`src/rtl/tcm_arb_pkg.sv`:
```
package tcm_arb_pkg;
  // Per-lane grant strobes handed from control to datapath
  typedef struct packed {
    logic cpuSel;
    logic dmaSel;
  } laneSel_t;
endpackage

```
`src/rtl/tcm_arb_starve.sv`:
```
// Starvation counter for one bank lane: counts CPU wins while the DMA waits.
module tcm_arb_starve #(
  parameter int STARVE_LIMIT = 15
) (
  input  logic clk,
  input  logic rstN,
  input  logic dmaHit,
  input  logic cpuWin,
  input  logic dmaWin,
  output logic atLimit
);
  localparam int CNT_W = $clog2(STARVE_LIMIT + 1);
  localparam logic [CNT_W-1:0] LIMIT_V = CNT_W'(STARVE_LIMIT);

  logic [CNT_W-1:0] waitCnt;

  always_ff @(posedge clk) begin
    if (!rstN) begin
      waitCnt <= '0;
    end else if (!dmaHit || dmaWin) begin
      waitCnt <= '0;
    end else if (cpuWin && waitCnt != LIMIT_V) begin
      waitCnt <= waitCnt + 1'b1;
    end
  end

  assign atLimit = (waitCnt == LIMIT_V);
endmodule

```
`src/rtl/tcm_arb_ctrl.sv`:
```
// Grant decision per bank lane: fixed CPU priority with a starvation override.
module tcm_arb_ctrl
  import tcm_arb_pkg::*;
#(
  parameter int NUM_BANKS    = 2,
  parameter int STARVE_LIMIT = 15
) (
  input  logic                           clk,
  input  logic                           rstN,
  input  logic                           cpuValid,
  input  logic                           cpuBank,
  input  logic                           dmaValid,
  input  logic                           dmaBank,
  output laneSel_t [NUM_BANKS-1:0]       laneSel,
  output logic                           cpuGrant,
  output logic                           dmaGrant
);
  logic [NUM_BANKS-1:0] cpuWinVec;
  logic [NUM_BANKS-1:0] dmaWinVec;

  for (genvar b = 0; b < NUM_BANKS; b++) begin : g_lane
    logic cpuHit;
    logic dmaHit;
    logic atLimit;

    assign cpuHit = cpuValid && (cpuBank == 1'(b));
    assign dmaHit = dmaValid && (dmaBank == 1'(b));

    assign dmaWinVec[b] = dmaHit && (!cpuHit || atLimit);
    assign cpuWinVec[b] = cpuHit && !dmaWinVec[b];

    tcm_arb_starve #(.STARVE_LIMIT(STARVE_LIMIT)) u_starve (
      .clk    (clk),
      .rstN   (rstN),
      .dmaHit (dmaHit),
      .cpuWin (cpuWinVec[b]),
      .dmaWin (dmaWinVec[b]),
      .atLimit(atLimit)
    );

    assign laneSel[b].cpuSel = cpuWinVec[b];
    assign laneSel[b].dmaSel = dmaWinVec[b];
  end

  assign cpuGrant = |cpuWinVec;
  assign dmaGrant = |dmaWinVec;
endmodule

```
`src/rtl/tcm_arb_dpath.sv`:
```
// Command steering: each lane carries the fields of the port selected for it.
module tcm_arb_dpath
  import tcm_arb_pkg::*;
#(
  parameter int NUM_BANKS = 2,
  parameter int ADDR_W    = 16,
  parameter int DATA_W    = 64
) (
  input  laneSel_t [NUM_BANKS-1:0]        laneSel,
  input  logic [ADDR_W-1:0]               cpuAddr,
  input  logic                            cpuWrite,
  input  logic [DATA_W-1:0]               cpuWdata,
  input  logic [DATA_W/8-1:0]             cpuStrb,
  input  logic [ADDR_W-1:0]               dmaAddr,
  input  logic                            dmaWrite,
  input  logic [DATA_W-1:0]               dmaWdata,
  input  logic [DATA_W/8-1:0]             dmaStrb,
  output logic [NUM_BANKS-1:0]            memValid,
  output logic [NUM_BANKS-1:0]            memSrc,
  output logic [NUM_BANKS*ADDR_W-1:0]     memAddr,
  output logic [NUM_BANKS-1:0]            memWrite,
  output logic [NUM_BANKS*DATA_W-1:0]     memWdata,
  output logic [NUM_BANKS*DATA_W/8-1:0]   memStrb
);
  localparam int STRB_W = DATA_W / 8;

  for (genvar b = 0; b < NUM_BANKS; b++) begin : g_lane
    logic pickDma;
    assign pickDma = laneSel[b].dmaSel;

    assign memValid[b] = laneSel[b].cpuSel | laneSel[b].dmaSel;
    assign memSrc[b]   = pickDma;
    assign memWrite[b] = pickDma ? dmaWrite : cpuWrite;
    assign memAddr[b*ADDR_W +: ADDR_W]  = pickDma ? dmaAddr  : cpuAddr;
    assign memWdata[b*DATA_W +: DATA_W] = pickDma ? dmaWdata : cpuWdata;
    assign memStrb[b*STRB_W +: STRB_W]  = pickDma ? dmaStrb  : cpuStrb;
  end
endmodule

```
`src/rtl/tcm_port_arbiter.sv`:
```
// Two-port arbiter for one tightly coupled memory, optional two-bank interleave.
module tcm_port_arbiter
  import tcm_arb_pkg::*;
#(
  parameter int ADDR_W       = 16,
  parameter int DATA_W       = 64,
  parameter int STARVE_LIMIT = 15,
  parameter bit DUAL_BANK    = 1'b1,
  localparam int NUM_BANKS   = DUAL_BANK ? 2 : 1,
  localparam int STRB_W      = DATA_W / 8
) (
  input  logic                          clk,
  input  logic                          rstN,
  input  logic                          cpuValid,
  output logic                          cpuReady,
  input  logic [ADDR_W-1:0]             cpuAddr,
  input  logic                          cpuWrite,
  input  logic [DATA_W-1:0]             cpuWdata,
  input  logic [STRB_W-1:0]             cpuStrb,
  input  logic                          dmaValid,
  output logic                          dmaReady,
  input  logic [ADDR_W-1:0]             dmaAddr,
  input  logic                          dmaWrite,
  input  logic [DATA_W-1:0]             dmaWdata,
  input  logic [STRB_W-1:0]             dmaStrb,
  output logic [NUM_BANKS-1:0]          memValid,
  output logic [NUM_BANKS-1:0]          memSrc,
  output logic [NUM_BANKS*ADDR_W-1:0]   memAddr,
  output logic [NUM_BANKS-1:0]          memWrite,
  output logic [NUM_BANKS*DATA_W-1:0]   memWdata,
  output logic [NUM_BANKS*STRB_W-1:0]   memStrb
);
  localparam int BANK_LSB = $clog2(STRB_W);

  laneSel_t [NUM_BANKS-1:0] laneSel;
  logic cpuBank;
  logic dmaBank;

  if (DUAL_BANK) begin : g_bank_dual
    assign cpuBank = cpuAddr[BANK_LSB];
    assign dmaBank = dmaAddr[BANK_LSB];
  end else begin : g_bank_single
    assign cpuBank = 1'b0;
    assign dmaBank = 1'b0;
  end

  tcm_arb_ctrl #(
    .NUM_BANKS   (NUM_BANKS),
    .STARVE_LIMIT(STARVE_LIMIT)
  ) u_ctrl (
    .clk     (clk),
    .rstN    (rstN),
    .cpuValid(cpuValid),
    .cpuBank (cpuBank),
    .dmaValid(dmaValid),
    .dmaBank (dmaBank),
    .laneSel (laneSel),
    .cpuGrant(cpuReady),
    .dmaGrant(dmaReady)
  );

  tcm_arb_dpath #(
    .NUM_BANKS(NUM_BANKS),
    .ADDR_W   (ADDR_W),
    .DATA_W   (DATA_W)
  ) u_dpath (
    .laneSel (laneSel),
    .cpuAddr (cpuAddr),
    .cpuWrite(cpuWrite),
    .cpuWdata(cpuWdata),
    .cpuStrb (cpuStrb),
    .dmaAddr (dmaAddr),
    .dmaWrite(dmaWrite),
    .dmaWdata(dmaWdata),
    .dmaStrb (dmaStrb),
    .memValid(memValid),
    .memSrc  (memSrc),
    .memAddr (memAddr),
    .memWrite(memWrite),
    .memWdata(memWdata),
    .memStrb (memStrb)
  );
endmodule

```
`config.mk`:
```
export PLATFORM = sky130hd
export DESIGN_NAME = tcm_port_arbiter
export DESIGN_NICKNAME = d
export VERILOG_FILES = /design/src/rtl/tcm_arb_pkg.sv /design/src/rtl/tcm_arb_starve.sv /design/src/rtl/tcm_arb_ctrl.sv /design/src/rtl/tcm_arb_dpath.sv /design/src/rtl/tcm_port_arbiter.sv
export SDC_FILE = /design/constraint.sdc
export NUM_CORES = 1
export LEC_CHECK = 0
export BUFFER_PORTS_ARGS = -buffer_cell sky130_fd_sc_hd__buf_2
export CAP_MARGIN = 20
export CORE_AREA = 2 2 140 142
export CTS_CLUSTER_DIAMETER = 50
export DETAILED_ROUTE_END_ITERATION = 16
export DIE_AREA = 0 0 142 144
export PLACE_DENSITY = 0.44
export SLEW_MARGIN = 5
export SYNTH_ARGS = -nofsm -noshare
export SYNTH_HDL_FRONTEND = slang
export SYNTH_SLANG_ARGS = --single-unit
```
`constraint.sdc`:
```
create_clock -name clk -period 2.7 [get_ports clk]
set_input_delay 0.135 -clock clk [delete_from_list [all_inputs] [get_ports clk]]
set_output_delay 0.135 -clock clk [all_outputs]
set_load 0.02 [all_outputs]
```
# Yosys cells after proc, flatten, opt, wreduce, memory -nomap -nowiden
# Index checks and enable logic that the tools add are counted.
[word_totals]
regBits = 8
in_bits = 182
out_inout_bits = 184
word_cells = 45
[classes]
addsub = 2
n_eq_ne = 4
muxes = 8
bitwise_logic = 5
n_reduce_logical = 24
[ops]
columns = ["op", "count"]
rows = [
  ["$mux W64", 2],
  ["$mux W16", 2],
  ["$mux W8", 2],
  ["$logic_and A1 B1 Y1", 10],
  ["$add A4 B1 Y4 const B", 2],
  ["$eq A4 B4 Y1 const B", 2],
  ["$ne A4 B4 Y1 const B", 2],
  ["$reduce_or A2 Y1", 4],
  ["$logic_not A1 Y1", 6],
  ["$logic_or A1 B1 Y1", 4],
  ["$not A1 Y1", 3],
  ["$mux W1", 2],
  ["$or A1 B1 Y1", 2],
]

# Longest topological paths before layout
[logic_depth]
depth_word = 8
depth_mapped = 7
depth_no_buf = 4

# Hierarchy
# Synthesis repeated with hierarchy kept, for this count alone.
[hier_totals]
hier_cells = 260
area_unflattened_um2 = 2797.7
[by_module_without_submodules]
columns = ["mod", "instances", "cells_each", "area_each_um2", "seq_area_each_um2"]
rows = [
  ["tcm_arb_dpath", 1, 202, 2302.2, 0.0],
  ["tcm_arb_starve", 2, 22, 197.7, 80.1],
  ["tcm_arb_ctrl", 1, 14, 100.1, 0.0],
]

# Worst setup path after synthesis
# Ideal clock, no wire load.
[synth_timing]
path_type = "register to output"
start = "reg u_ctrl.g_lane[1].u_starve.waitCnt[0]"
end = "out memWdata[103]"
t_arrival_ps = 1660
required_ps = 2565
setup_slack_ps = 905
stages_incl_launch_ff = 6
n_path_buf = 1
path_cell_list = "dfxtp_1 -> ha_1 -> and3_1 -> o21ai_4 -> buf_4 -> mux2_2"
[synth_between]
elab_chain_cells = 4
[synth_rtl]
columns = ["item", "line", "source"]
rows = [
  ["start, declared", "tcm_arb_starve.sv:15", "logic [CNT_W-1:0] waitCnt;"],
  ["start signal, assigned", "tcm_arb_starve.sv:23", "waitCnt <= waitCnt + 1'b1;"],
  ["$eq A4 B4 Y1", "tcm_arb_starve.sv:27", "assign atLimit = (waitCnt == LIMIT_V);"],
  ["$logic_or A1 B1 Y1", "tcm_arb_ctrl.sv:29", "assign dmaWinVec[b] = dmaHit && (!cpuHit || atLimit);"],
  ["$logic_and A1 B1 Y1", "tcm_arb_ctrl.sv:29", ""],
  ["$mux W64", "tcm_arb_dpath.sv:35", "assign memWdata[b*DATA_W +: DATA_W] = pickDma ? dmaWdata : cpuWdata;"],
  ["end, declared", "tcm_port_arbiter.sv:30", "output logic [NUM_BANKS*DATA_W-1:0] memWdata,"],
]
# Every way passes these cells.

# Worst setup path after layout
[layout_timing]
start = "reg u_ctrl.g_lane[0].u_starve.waitCnt[0]"
end = "out memAddr[12]"
[layout_between]
elab_chain_cells = 4
[layout_rtl]
columns = ["item", "line", "source"]
rows = [
  ["start, declared", "tcm_arb_starve.sv:15", ""],
  ["start signal, assigned", "tcm_arb_starve.sv:23", ""],
  ["$eq A4 B4 Y1", "tcm_arb_starve.sv:27", ""],
  ["$logic_or A1 B1 Y1", "tcm_arb_ctrl.sv:29", ""],
  ["$logic_and A1 B1 Y1", "tcm_arb_ctrl.sv:29", ""],
  ["$mux W16", "tcm_arb_dpath.sv:34", "assign memAddr[b*ADDR_W +: ADDR_W] = pickDma ? dmaAddr : cpuAddr;"],
  ["end, declared", "tcm_port_arbiter.sv:28", "output logic [NUM_BANKS*ADDR_W-1:0] memAddr,"],
]
# Every way passes these cells.

==> PnR_summary.wiki <==
{| class="wikitable"
! Metric !! Value
|-
| Destination of the worst hold path || u_ctrl.g_lane[0].u_starve.waitCnt[2]
|-
| Routed wire length || 12300 µm
|-
| Reg2reg setup slack || 1200 ps
|-
| Flop pwr share || 0.089
|-
| Cell type contributing the most total cell area after synthesis || sky130_fd_sc_hd__mux2_2
|-
| Total count of max-transition violations in the final report || 0
|-
| Required arrival time at the worst endpoint || 2570 ps
|-
| Placed Instance Area || 4610 µm²
|-
| Num CTS Buffers || 3
|-
| Switching pwr || 0.000604 W
|-
| Number of violations of the max-capacitance limit || 0
|-
| Largest register FFs || 8
|-
| Lkg Pwr || 2.43 nW
|-
| Data arrival time of the critical path || 2100 ps
|-
| Number of nets with antenna violations after detailed routing || 0
|-
| Commonest cells after routing, fill and taps aside || sky130_fd_sc_hd__buf_2, sky130_fd_sc_hd__mux2_2, sky130_fd_sc_hd__mux2_1
|-
| Share of the clock period used by the worst path after layout || 0.826
|-
| Sum Neg Setup Slack || 0 ps
|-
| Total non-filler cell area in the finished layout || 4690 µm²
|-
| Vias per inst || 4.05
|-
| DRC violation count after routing || 0
|-
| Worst skew pair latency || 230 ps
|-
| Number of buffers on the longest clock path || 2
|-
| CTS-repair resized insts || 0
|-
| Average wire length per cell after detail routing || 14.7 µm
|-
| Register clock-pin slew on the reported worst setup and hold paths || 30 ps
|-
| Syn avg cell area || 10.6 µm²
|-
| Ordered cell list for the critical path || ha_1 -> and3_1 -> o21bai_4 -> buf_12 -> mux2_1 -> buf_2
|-
| Via count || 3391
|-
| Buf/Inv on CP || 2
|-
| Global Route Usage Sum || 0.100
|-
| Largest regs || u_ctrl.g_lane.u_starve.waitCnt x8
|-
| RSZ-0062 raised after global routing || false
|-
| Hold Path Class || in -> reg
|-
| Sw Share || 0.449
|-
| Achievable Freq || 448 MHz
|-
| Die outline area || 20400 µm²
|-
| Die Span X || 142 µm
|-
| Initial drt markers || 114
|-
| Number of antenna violations at the first check in global routing || 3
|-
| H-Tree Depth || 1
|-
| Path depth of the worst reg2reg path || 4
|-
| Number of nets in the synthesized netlist || 431
|-
| GPL Wtd Cong || 0.770
|-
| Final setup violation count || 0
|-
| 1st-pass router iterations || 4
|-
| Worst Hold Depth || 3
|-
| RR Endpoint || u_ctrl.g_lane[0].u_starve.waitCnt[3]
|-
| R2r startpoint || u_ctrl.g_lane[0].u_starve.waitCnt[0]
|-
| Worst IR Drop VDD || 240 µV
|-
| Actual transition at the worst max-transition pin || 280 ps
|-
| Worst Path Class, Setup || reg -> out
|-
| Yosys Warn Count || 0
|-
| Port bufs || 365
|-
| Post-layout minimum cycle time || 2230 ps
|-
| Cell at the slowest stage of the critical path || sky130_fd_sc_hd__mux2_1
|-
| Final Total Pwr || 0.00135 W
|-
| Post CTS Setup Buffer Count || 0
|-
| Maximum number of pins on one net before global-route repair || 48
|-
| Starting Density || 0.137
|-
| Yosys cell types || 21
|-
| Vias in the first global route || 2986
|-
| Outcome || finished clean
|-
| Top Ports || 366
|-
| Part of the power in the clock network || 0.180
|-
| Area of the core region || 19100 µm²
|-
| Leading cell type in the layout, fill and taps excluded || sky130_fd_sc_hd__buf_2
|-
| First-pass GRT wire length || 16400 µm
|-
| Synthesized flop and latch total || 8
|-
| Gate count after technology mapping || 247
|-
| Crit-path leading delay family || buffers and inverters
|-
| NumNets Final || 784
|-
| Combinational share of power || 0.731
|-
| Hold-fix buffers, CTS || 0
|-
| Number of sinks on the clock net || 8
|-
| Power density relative to cell area || 287 nW/µm²
|-
| Endpoint kind of the worst setup timing path || primary output
|-
| Largest reg by FF count || u_ctrl.g_lane.u_starve.waitCnt
|-
| Clock tree from TritonCTS || done
|-
| DP HPWL || 10700 µm
|-
| Internal Pwr Total || 0.000742 W
|-
| Ranking of synthesized cells by area || sky130_fd_sc_hd__mux2_2, sky130_fd_sc_hd__mux2_1, sky130_fd_sc_hd__buf_6
|-
| Kind of start point of the critical path || flip-flop
|-
| Worst clock skew || 0.193 ps
|-
| Area fraction of the dominant cell type after synthesis || 0.685
|-
| Area growth from synthesis to layout || 79.4%
|-
| Height of the die || 144 µm
|-
| Proportion of synthesized chip area in sequential cells || 0.0613
|-
| Overflow left after global routing || 0
|-
| Layout cell share with drive strength beyond 1 || 0.891
|-
| Worst max-slew margin expressed relative to the limit || 0.814
|-
| Crit-path max FO || 45
|-
| Start point of the worst hold path || rstN
|-
| Site row count || 51
|-
| Stage delay of the slowest cell on the critical path || 400 ps
|-
| Mapped Area || 2610 µm²
|-
| Root buf cell || sky130_fd_sc_hd__clkbuf_16
|-
| Number of failing hold endpoints at the final stage || 0
|}
## worst max-delay path by stage
stage	start	end	depth (start not counted)	slack, ps
4_1_cts	u_ctrl.g_lane[0].u_starve.waitCnt[0]	memAddr[9]	6	450
5_1_grt	u_ctrl.g_lane[0].u_starve.waitCnt[0]	memAddr[9]	6	370
3_5_place_dp	u_ctrl.g_lane[0].u_starve.waitCnt[0]	memAddr[9]	6	700
6_report	u_ctrl.g_lane[0].u_starve.waitCnt[0]	memAddr[12]	6	470
3_3_place_gp	u_ctrl.g_lane[0].u_starve.waitCnt[0]	memAddr[9]	6	680
2_1_floorplan	u_ctrl.g_lane[1].u_starve.waitCnt[0]	memWdata[103]	5	910
## through the flow
step | hold WS [ps] | utilization | worst slack [ps] | cells
finish | 182 | 0.246 | 469 | 837
global route | 195 | 0.246 | 371 | 836
CTS | 176 | 0.246 | 446 | 836
detailed placement | 417 | 0.242 | 696 | 833
global placement | 408 | 0.242 | 676 | 833
floorplan | 266 | - | 905 | 247
## worst min-delay path, delay by kind of cell
kind,cells,cell delay [ps]
buffers and inverters,2,170
AND/OR/NAND/NOR,1,50
## synth_stat cells (all sizes together)
master	number
mux2	176
buf	21
dfxtp	8
nand2	6
nand3	6
inv	5
nor3	4
nand2b	3
nor2	3
and2	2
and3	2
ha	2
xnor2	2
xor2	2
nor4	1
o21ai	1
o21bai	1
o311a	1
or4	1
## final cells by class
cell class	count	area, µm²
repair buffers	369	1910
clock buffers	3	75.1
fillers	2119	14400
multi-input cells	213	2230
flip-flops and latches	8	160
diodes	1	2.50
well taps	238	298
inverters	5	18.8
## kinds of logic (layout without fill, tap and decap cells)
logic type	count (synthesis)	count (layout)	synth area share
compound gates	3	3	0.0129
flops	8	8	0.0613
other cells	0	1	0
xor+xnor	4	4	0.0134
buf+inv	26	377	0.0905
mux	176	176	0.758
simple gates	28	28	0.0541
fa+ha+maj	2	2	0.00957
## metal layers
metal  routed length (µm)  vias to the layer above  track usage
li1                     -                     1638            -
met1                 4970                     1543        0.127
met2                 6110                      194        0.179
met3                 1160                       12       0.0235
met4                   38                        4      0.00789
met5                   17                        -            0
## power groups by stage
stage / Sequential [W] / Combinational (W) / Clock [W]
2_1_floorplan: 0.000121 / 0.000604 / 0
3_3_place_gp: 0.000122 / 0.000992 / 0
4_1_cts: 0.000120 / 0.000991 / 0.000250
5_1_grt: 0.000120 / 0.00105 / 0.000256
6_report: 0.000120 / 0.000984 / 0.000243
3_5_place_dp: 0.000122 / 0.000987 / 0
Note: power is estimated with default switching activity, not from simulation.
